`src/rtl/evo_pkg.sv`:
```
package evo_pkg;
  typedef enum logic [2:0] {
    K_NAND, K_NOR, K_OR, K_AND, K_NOT, K_ONE, K_ZERO
  } gate_kind_e;
  localparam int unsigned N_KINDS = 7;
  localparam int unsigned KIND_W = 3;

  typedef enum logic [2:0] {
    S_IDLE, S_BUILD, S_OFFER, S_WAIT, S_COMMIT
  } eng_state_e;
endpackage

```
`src/rtl/evo_lfsr16.sv`:
```
module evo_lfsr16 #(
  parameter logic [15:0] TAPS = 16'hB400,
  parameter logic [15:0] SEED = 16'h1
) (
  input  logic        clk,
  input  logic        rst,
  output logic [15:0] q
);
  always_ff @(posedge clk) begin
    if (rst) q <= SEED;
    else     q <= q[0] ? ((q >> 1) ^ TAPS) : (q >> 1);
  end
endmodule

```
`src/rtl/evo_mutator.sv`:
```
module evo_mutator
  import evo_pkg::*;
#(
  parameter int N_IN    = 4,
  parameter int N_GATES = 8,
  localparam int SRC_W  = $clog2(N_IN + N_GATES),
  localparam int GENE_W = KIND_W + 2 * SRC_W,
  localparam int GIDX_W = (N_GATES > 1) ? $clog2(N_GATES) : 1
) (
  input  logic [GENE_W-1:0] gene_in,
  input  logic [GIDX_W-1:0] gate_idx,
  input  logic [15:0]       rnd_p,
  input  logic [15:0]       rnd_c,
  input  logic [6:0]        rate,
  output logic [GENE_W-1:0] gene_out,
  output logic              hit
);
  logic [22:0]      prod_p;
  logic [10:0]      prod_k;
  logic [SRC_W:0]   limit;
  logic [SRC_W+8:0] prod_s;
  logic [SRC_W-1:0] new_src;
  logic [KIND_W-1:0] new_kind;

  always_comb begin
    prod_p   = 23'(rnd_p) * 23'd100;
    hit      = prod_p[22:16] < rate;
    limit    = (SRC_W+1)'(N_IN) + (SRC_W+1)'(gate_idx);
    prod_s   = (SRC_W+9)'(rnd_c[15:8]) * (SRC_W+9)'(limit);
    new_src  = prod_s[SRC_W+7:8];
    prod_k   = 11'(rnd_c[15:8]) * 11'(N_KINDS);
    new_kind = prod_k[10:8];
    gene_out = gene_in;
    if (hit) begin
      if (!rnd_c[0])     gene_out[GENE_W-1 -: KIND_W] = new_kind;
      else if (rnd_c[1]) gene_out[2*SRC_W-1 -: SRC_W] = new_src;
      else               gene_out[SRC_W-1:0]          = new_src;
    end
  end
endmodule

```
`src/rtl/evo_select.sv`:
```
module evo_select #(
  parameter int GW    = 88,
  parameter int FIT_W = 8
) (
  input  logic             clk,
  input  logic             rst,
  input  logic             take,
  input  logic             first,
  input  logic             coin,
  input  logic [GW-1:0]    genome,
  input  logic [FIT_W-1:0] score,
  output logic [GW-1:0]    cand_genome,
  output logic [FIT_W-1:0] cand_fit
);
  logic load;
  assign load = take && (first || score > cand_fit || (score == cand_fit && coin));

  always_ff @(posedge clk) begin
    if (rst) begin
      cand_genome <= '0;
      cand_fit    <= '0;
    end else if (load) begin
      cand_genome <= genome;
      cand_fit    <= score;
    end
  end
endmodule

```
`src/rtl/evo_engine.sv`:
```
module evo_engine
  import evo_pkg::*;
#(
  parameter int N_IN    = 4,
  parameter int N_GATES = 8,
  parameter int FIT_W   = 8,
  parameter int GEN_W   = 16,
  parameter logic [15:0] SEED_P = 16'hACE1,
  parameter logic [15:0] SEED_C = 16'h5EED,
  localparam int SRC_W  = $clog2(N_IN + N_GATES),
  localparam int GENE_W = KIND_W + 2 * SRC_W,
  localparam int GW     = N_GATES * GENE_W,
  localparam int GIDX_W = (N_GATES > 1) ? $clog2(N_GATES) : 1
) (
  input  logic             clk,
  input  logic             rst,
  input  logic             start,
  input  logic [GW-1:0]    init_genome,
  input  logic [7:0]       cfg_lambda,
  input  logic [6:0]       cfg_rate,
  input  logic [FIT_W-1:0] cfg_target,
  input  logic [GEN_W-1:0] cfg_max_gen,
  output logic             off_valid,
  input  logic             off_ready,
  output logic [GW-1:0]    off_genome,
  input  logic             fit_valid,
  output logic             fit_ready,
  input  logic [FIT_W-1:0] fit_score,
  output logic [GW-1:0]    par_genome,
  output logic [FIT_W-1:0] best_fit,
  output logic [GEN_W-1:0] gen_count,
  output logic             busy,
  output logic             done
);
  eng_state_e        st;
  logic [GIDX_W-1:0] gidx;
  logic [7:0]        kidx;
  logic [GW-1:0]     par_q, off_q, cand_g;
  logic [FIT_W-1:0]  par_fit, cand_fit, new_best;
  logic [GEN_W-1:0]  gen_q, gen_nx;
  logic              done_q, take, last_off, hit;
  logic [15:0]       rnd_p, rnd_c;
  logic [GENE_W-1:0] mut_in, mut_out;

  evo_lfsr16 #(.TAPS(16'hB400), .SEED(SEED_P)) u_rp (.clk(clk), .rst(rst), .q(rnd_p));
  evo_lfsr16 #(.TAPS(16'hD008), .SEED(SEED_C)) u_rc (.clk(clk), .rst(rst), .q(rnd_c));

  assign mut_in = par_q[gidx*GENE_W +: GENE_W];

  evo_mutator #(.N_IN(N_IN), .N_GATES(N_GATES)) u_mut (
    .gene_in(mut_in), .gate_idx(gidx), .rnd_p(rnd_p), .rnd_c(rnd_c),
    .rate(cfg_rate), .gene_out(mut_out), .hit(hit)
  );

  assign take     = (st == S_WAIT) && fit_valid;
  assign last_off = ({1'b0, kidx} + 9'd1) >= {1'b0, cfg_lambda};

  evo_select #(.GW(GW), .FIT_W(FIT_W)) u_sel (
    .clk(clk), .rst(rst), .take(take), .first(kidx == 8'd0), .coin(rnd_c[5]),
    .genome(off_q), .score(fit_score), .cand_genome(cand_g), .cand_fit(cand_fit)
  );

  assign new_best = (cand_fit >= par_fit) ? cand_fit : par_fit;
  assign gen_nx   = gen_q + GEN_W'(1);

  always_ff @(posedge clk) begin
    if (rst) begin
      st <= S_IDLE; gidx <= '0; kidx <= '0; par_q <= '0; off_q <= '0;
      par_fit <= '0; gen_q <= '0; done_q <= 1'b0;
    end else begin
      case (st)
        S_IDLE: if (start) begin
          par_q <= init_genome; par_fit <= '0; gen_q <= '0; done_q <= 1'b0;
          gidx <= '0; kidx <= '0; st <= S_BUILD;
        end
        S_BUILD: begin
          off_q[gidx*GENE_W +: GENE_W] <= mut_out;
          if (gidx == GIDX_W'(N_GATES - 1)) begin
            gidx <= '0; st <= S_OFFER;
          end else gidx <= gidx + GIDX_W'(1);
        end
        S_OFFER: if (off_ready) st <= S_WAIT;
        S_WAIT: if (fit_valid) begin
          if (last_off) st <= S_COMMIT;
          else begin kidx <= kidx + 8'd1; st <= S_BUILD; end
        end
        S_COMMIT: begin
          if (cand_fit >= par_fit) begin par_q <= cand_g; par_fit <= cand_fit; end
          gen_q <= gen_nx; kidx <= '0;
          if (new_best >= cfg_target || gen_nx >= cfg_max_gen) begin
            done_q <= 1'b1; st <= S_IDLE;
          end else st <= S_BUILD;
        end
        default: st <= S_IDLE;
      endcase
    end
  end

  assign off_valid  = (st == S_OFFER);
  assign fit_ready  = (st == S_WAIT);
  assign off_genome = off_q;
  assign par_genome = par_q;
  assign best_fit   = par_fit;
  assign gen_count  = gen_q;
  assign busy       = (st != S_IDLE);
  assign done       = done_q;

  // offered genome held under back-pressure
  p_offer_hold_r3: assert property (@(posedge clk) disable iff (rst)
    off_valid && !off_ready |=> off_valid && $stable(off_genome));
  // score window never overlaps an offer
  p_no_overlap_r3: assert property (@(posedge clk) disable iff (rst)
    !(off_valid && fit_ready));
  // zero rate leaves the gene untouched
  p_rate_zero_r4: assert property (@(posedge clk) disable iff (rst)
    (st == S_BUILD && cfg_rate == 7'd0) |-> mut_out == mut_in);
  // at most one field of a gene changes
  p_one_field_r5: assert property (@(posedge clk) disable iff (rst)
    (st == S_BUILD) |-> $countones({mut_out[GENE_W-1 -: KIND_W] != mut_in[GENE_W-1 -: KIND_W],
                                    mut_out[2*SRC_W-1 -: SRC_W] != mut_in[2*SRC_W-1 -: SRC_W],
                                    mut_out[SRC_W-1:0] != mut_in[SRC_W-1:0]}) <= 1);
  // a remapped source points backwards only
  p_src_ff_r6: assert property (@(posedge clk) disable iff (rst)
    (st == S_BUILD && mut_out[SRC_W-1:0] != mut_in[SRC_W-1:0]) |->
      (32'(mut_out[SRC_W-1:0]) < N_IN + 32'(gidx)));
  // best score never drops within a run
  p_best_mono_r8: assert property (@(posedge clk) disable iff (rst)
    (st != S_IDLE) |=> best_fit >= $past(best_fit));
  // parent frozen while a generation is in flight
  p_par_still_r10: assert property (@(posedge clk) disable iff (rst)
    (st == S_BUILD || st == S_OFFER || st == S_WAIT) |=> $stable(par_genome));
endmodule

```
`config.mk`:
```
export PLATFORM = sky130hd
export DESIGN_NAME = evo_engine
export DESIGN_NICKNAME = d
export VERILOG_FILES = /design/src/rtl/evo_pkg.sv /design/src/rtl/evo_lfsr16.sv /design/src/rtl/evo_mutator.sv /design/src/rtl/evo_select.sv /design/src/rtl/evo_engine.sv
export SDC_FILE = /design/constraint.sdc
export NUM_CORES = 1
export LEC_CHECK = 0
export BUFFER_PORTS_ARGS = -buffer_cell sky130_fd_sc_hd__buf_4
export CORE_ASPECT_RATIO = 0.8
export CORE_MARGIN = 2
export CORE_UTILIZATION = 30
export DETAILED_ROUTE_END_ITERATION = 10
export GPL_TIMING_DRIVEN = 0
export SLEW_MARGIN = 20
export SYNTH_ARGS = -nofsm -noshare
export SYNTH_HDL_FRONTEND = slang
export SYNTH_HIERARCHICAL = 1
export SYNTH_SLANG_ARGS = --single-unit
```
`constraint.sdc`:
```
create_clock -name clk -period 5.8 [get_ports clk]
set_clock_uncertainty 0.05 [all_clocks]
set_input_delay 0.29 -clock clk [delete_from_list [all_inputs] [get_ports clk]]
set_output_delay 0.29 -clock clk [all_outputs]
set_load 0.01 [all_outputs]
```
==> impl_metrics.csv <==
group,metric,value,unit
die,dieWidth,285.1,um
global_route,grt_overflow,0,
cts,cts-htree-levels,2,
die,fp.coreArea,62590,um^2
timing,post-route-period-util,95.38,%
synth,syn_area,18970,um^2
power_and_ir_drop,leakage,9.977,nW
detailed_routing,ant_nets,0,
cells_and_area,final_area,23890,um^2
power_and_ir_drop,total_power,6.578,mW
timing,max_freq,180.8,MHz
global_route,grt_max_degree,19,
flow_run,maxCapViolCount,0,
setup_path,timing.rr.start,"u_rp/q[10]",
cells_and_area,nets,2759,
timing,slew-limit-headroom,28.65,%
detailed_routing,routed_wl,74.48,mm
die,die_area,65260,um^2
timing,finalHoldViolations,0,
placed_design,gp_congestion,0.9355,
synth,syn-instance-count,2066,
setup_path,crit_arrival,5.87,ns
placed_design,hpwlAfterDp,58.45,mm
cells_and_area,area_delta_synth_final,25.96,%
setup_path,start_kind,"flip-flop",
detailed_routing,drt_iter0_drc,1559,
hold_path,hold_class,"in2reg",
cts,numCtsBuffers,37,
placed_design,place_inst,3249,
timing,final_max_slew_viol_count,0,
detailed_routing,vias,16920,
cts,clk_pin_slew_worst_paths,0.06,ns
timing,fin_crit,5.532,ns
global_route,grt_pass1_wl,107.6,mm
power_and_ir_drop,power_density,275.3,nW/um^2
placed_design,placed_area,22590,um^2
power_and_ir_drop,vdd_ir_drop_max,0.0001604,V
die,row_count,82,
timing,setup_viol,0,
timing,tightest_slew,1.062,ns
cts,clkLatencyLatePin,0.53,ns
setup_path,path_class,"reg2reg",
synth,synth_nets,2368,
global_route,grt_use_total,21.97,%
setup_path,critPathMaxFanout,8,
setup_path,required,6.14,ns
placed_design,portBuffers,343,
cts,cts_tree,"yes",
cts,root_buffer,"clkbuf_16",
cts,clock_path_buffers,3,
die,die_height,228.9,um
synth,synth_warnings,6,
detailed_routing,drc,0,
hold_path,worstHoldStart,"fit_score[1]",
cells_and_area,fin_util,38.17,%
detailed_routing,avgRoutedWirePerCell,22.41,um
synth,synth.avg_cell_area,9.180,um^2
hold_path,whs_endpoint,"u_sel/cand_fit[1]",
setup_path,reg2regPathDepth,24,
die,boundaryPins,344,
detailed_routing,routed_via_density,5.090,
cells_and_area,drive_gt1_share,25.28,%
setup_path,reg2reg_setup_slack,0.27,ns
setup_path,cp-end-kind,"flip-flop",
detailed_routing,dr.pass1.iters,6,
hold_path,hold_depth,3,
cells_and_area,stdcell_count,3324,
run_status,status,"completed",
global_route,grt_pass1_vias,16370,
cts,cts_sinks,343,
setup_path,timing.rr.end,"off_genome[71]",
global_route,antenna_found_initial,6,
die,start_util,30.30,%
layout by cell type (no fill, tap or decap), types with 10 or more instances in the layout:
cell type and instances:
buf_4 354, dfxtp_1 338, nor2_1 276, nand2b_1 206
mux2i_1 140, ha_1 139, inv_1 106, nand2_1 100
clkbuf_1 98, a21oi_1 90, o221a_2 88, nand3_1 80
clkbuf_16 37, buf_2 35, o21ai_0 34, xnor2_1 23
mux4_2 22, fa_1 22, mux2_2 17, and2_1 15
xor2_1 13, or2_1 13, nor3_1 12, a211oi_1 12
a21o_1 11, clkinv_2 11, o211ai_1 10, mux2_1 10
metal layers:
layer	share of wire (%)	wire [um]	GRT usage, %
met5	0.017	13	0
met4	2.8	2104	6.054
met3	7.8	5791	4.800
met2	42	31180	32.88
met1	48	35390	31.57
worst max-delay path by stage:
stage	endpoint	depth (start not counted)	startpoint
finish	off_genome[71]	24	u_rp/q[10]
global route	off_genome[71]	24	u_rp/q[10]
CTS	off_genome[69]	20	u_rp/q[8]
detailed placement	off_genome[50]	21	u_rp/q[6]
global placement	off_genome[7]	21	u_rp/q[6]
floorplan	off_genome[0]	20	u_rp/q[8]
metrics by stage:
| stage | hold slack [ns] | setup TNS [ns] | setup slack, ns |
|---|---|---|---|
| 2_1_floorplan | 0.3332 | 0 | 0.8206 |
| 3_3_place_gp | 0.3396 | -1.514 | -0.07887 |
| 3_5_place_dp | 0.3385 | -5.782 | -0.1770 |
| 4_1_cts | 0.01053 | 0 | 0.01467 |
| 5_1_grt | 0.03602 | -0.05649 | -0.04230 |
| 6_report | 0.02967 | 0 | 0.2680 |
power breakdown:
part	switching, mW	internal, mW
clock network	0.984	1.30
logic	0.972	0.719
registers	0.154	2.45
total	2.11	4.47
flip-flops by register name, indices dropped and copies added (netlist names), 3 cells and up:
| name | cells |
|---|---|
| u_sel/cand_genome | 88 |
| par_genome | 88 |
| u_sel/cand_fit | 8 |
| u_rc/q | 16 |
| kidx | 8 |
| st | 3 |
| u_rp/q | 16 |
| gen_count | 16 |
| off_genome | 88 |
| gidx | 3 |
| best_fit | 8 |
cell type report:
type,instances,area [um^2]
Antenna cell,4,10.01
Buffer,147,696.9
Clock buffer,47,993.5
Clock inverter,15,131.4
Fill cell,6323,38700
Inverter,106,397.9
Multi-Input combinational cell,1469,11070
Sequential cell,343,6873
Tap cell,840,1051
Timing Repair Buffer,353,2665
worst max-delay path, cell delays in order (launching register included):
cell and delay (ns):
dfxtp_1 0.40, ha_1 0.26, ha_1 0.28, inv_1 0.05
fa_1 0.50, inv_1 0.05, ha_1 0.40, a21oi_2 0.25
a31oi_2 0.14, o22ai_2 0.21, nor3_2 0.10, or4_1 0.48
nand3_1 0.11, ha_1 0.25, o2111a_1 0.19, o31ai_2 0.10
a211oi_4 0.07, buf_4 0.19, buf_4 0.14, nor4b_4 0.21
buf_4 0.19, mux2_1 0.32, buf_4 0.23, mux2i_2 0.18
nor2_1 0.05
timing repair:
action,in CTS,in global routing
resized for setup,6,24
hold buffers,6,0
pin swaps,0,3
endpoints found under the hold margin,6,0
setup endpoints to repair,64,88
setup buffers,0,4
Power figures use the tool's default switching activity.
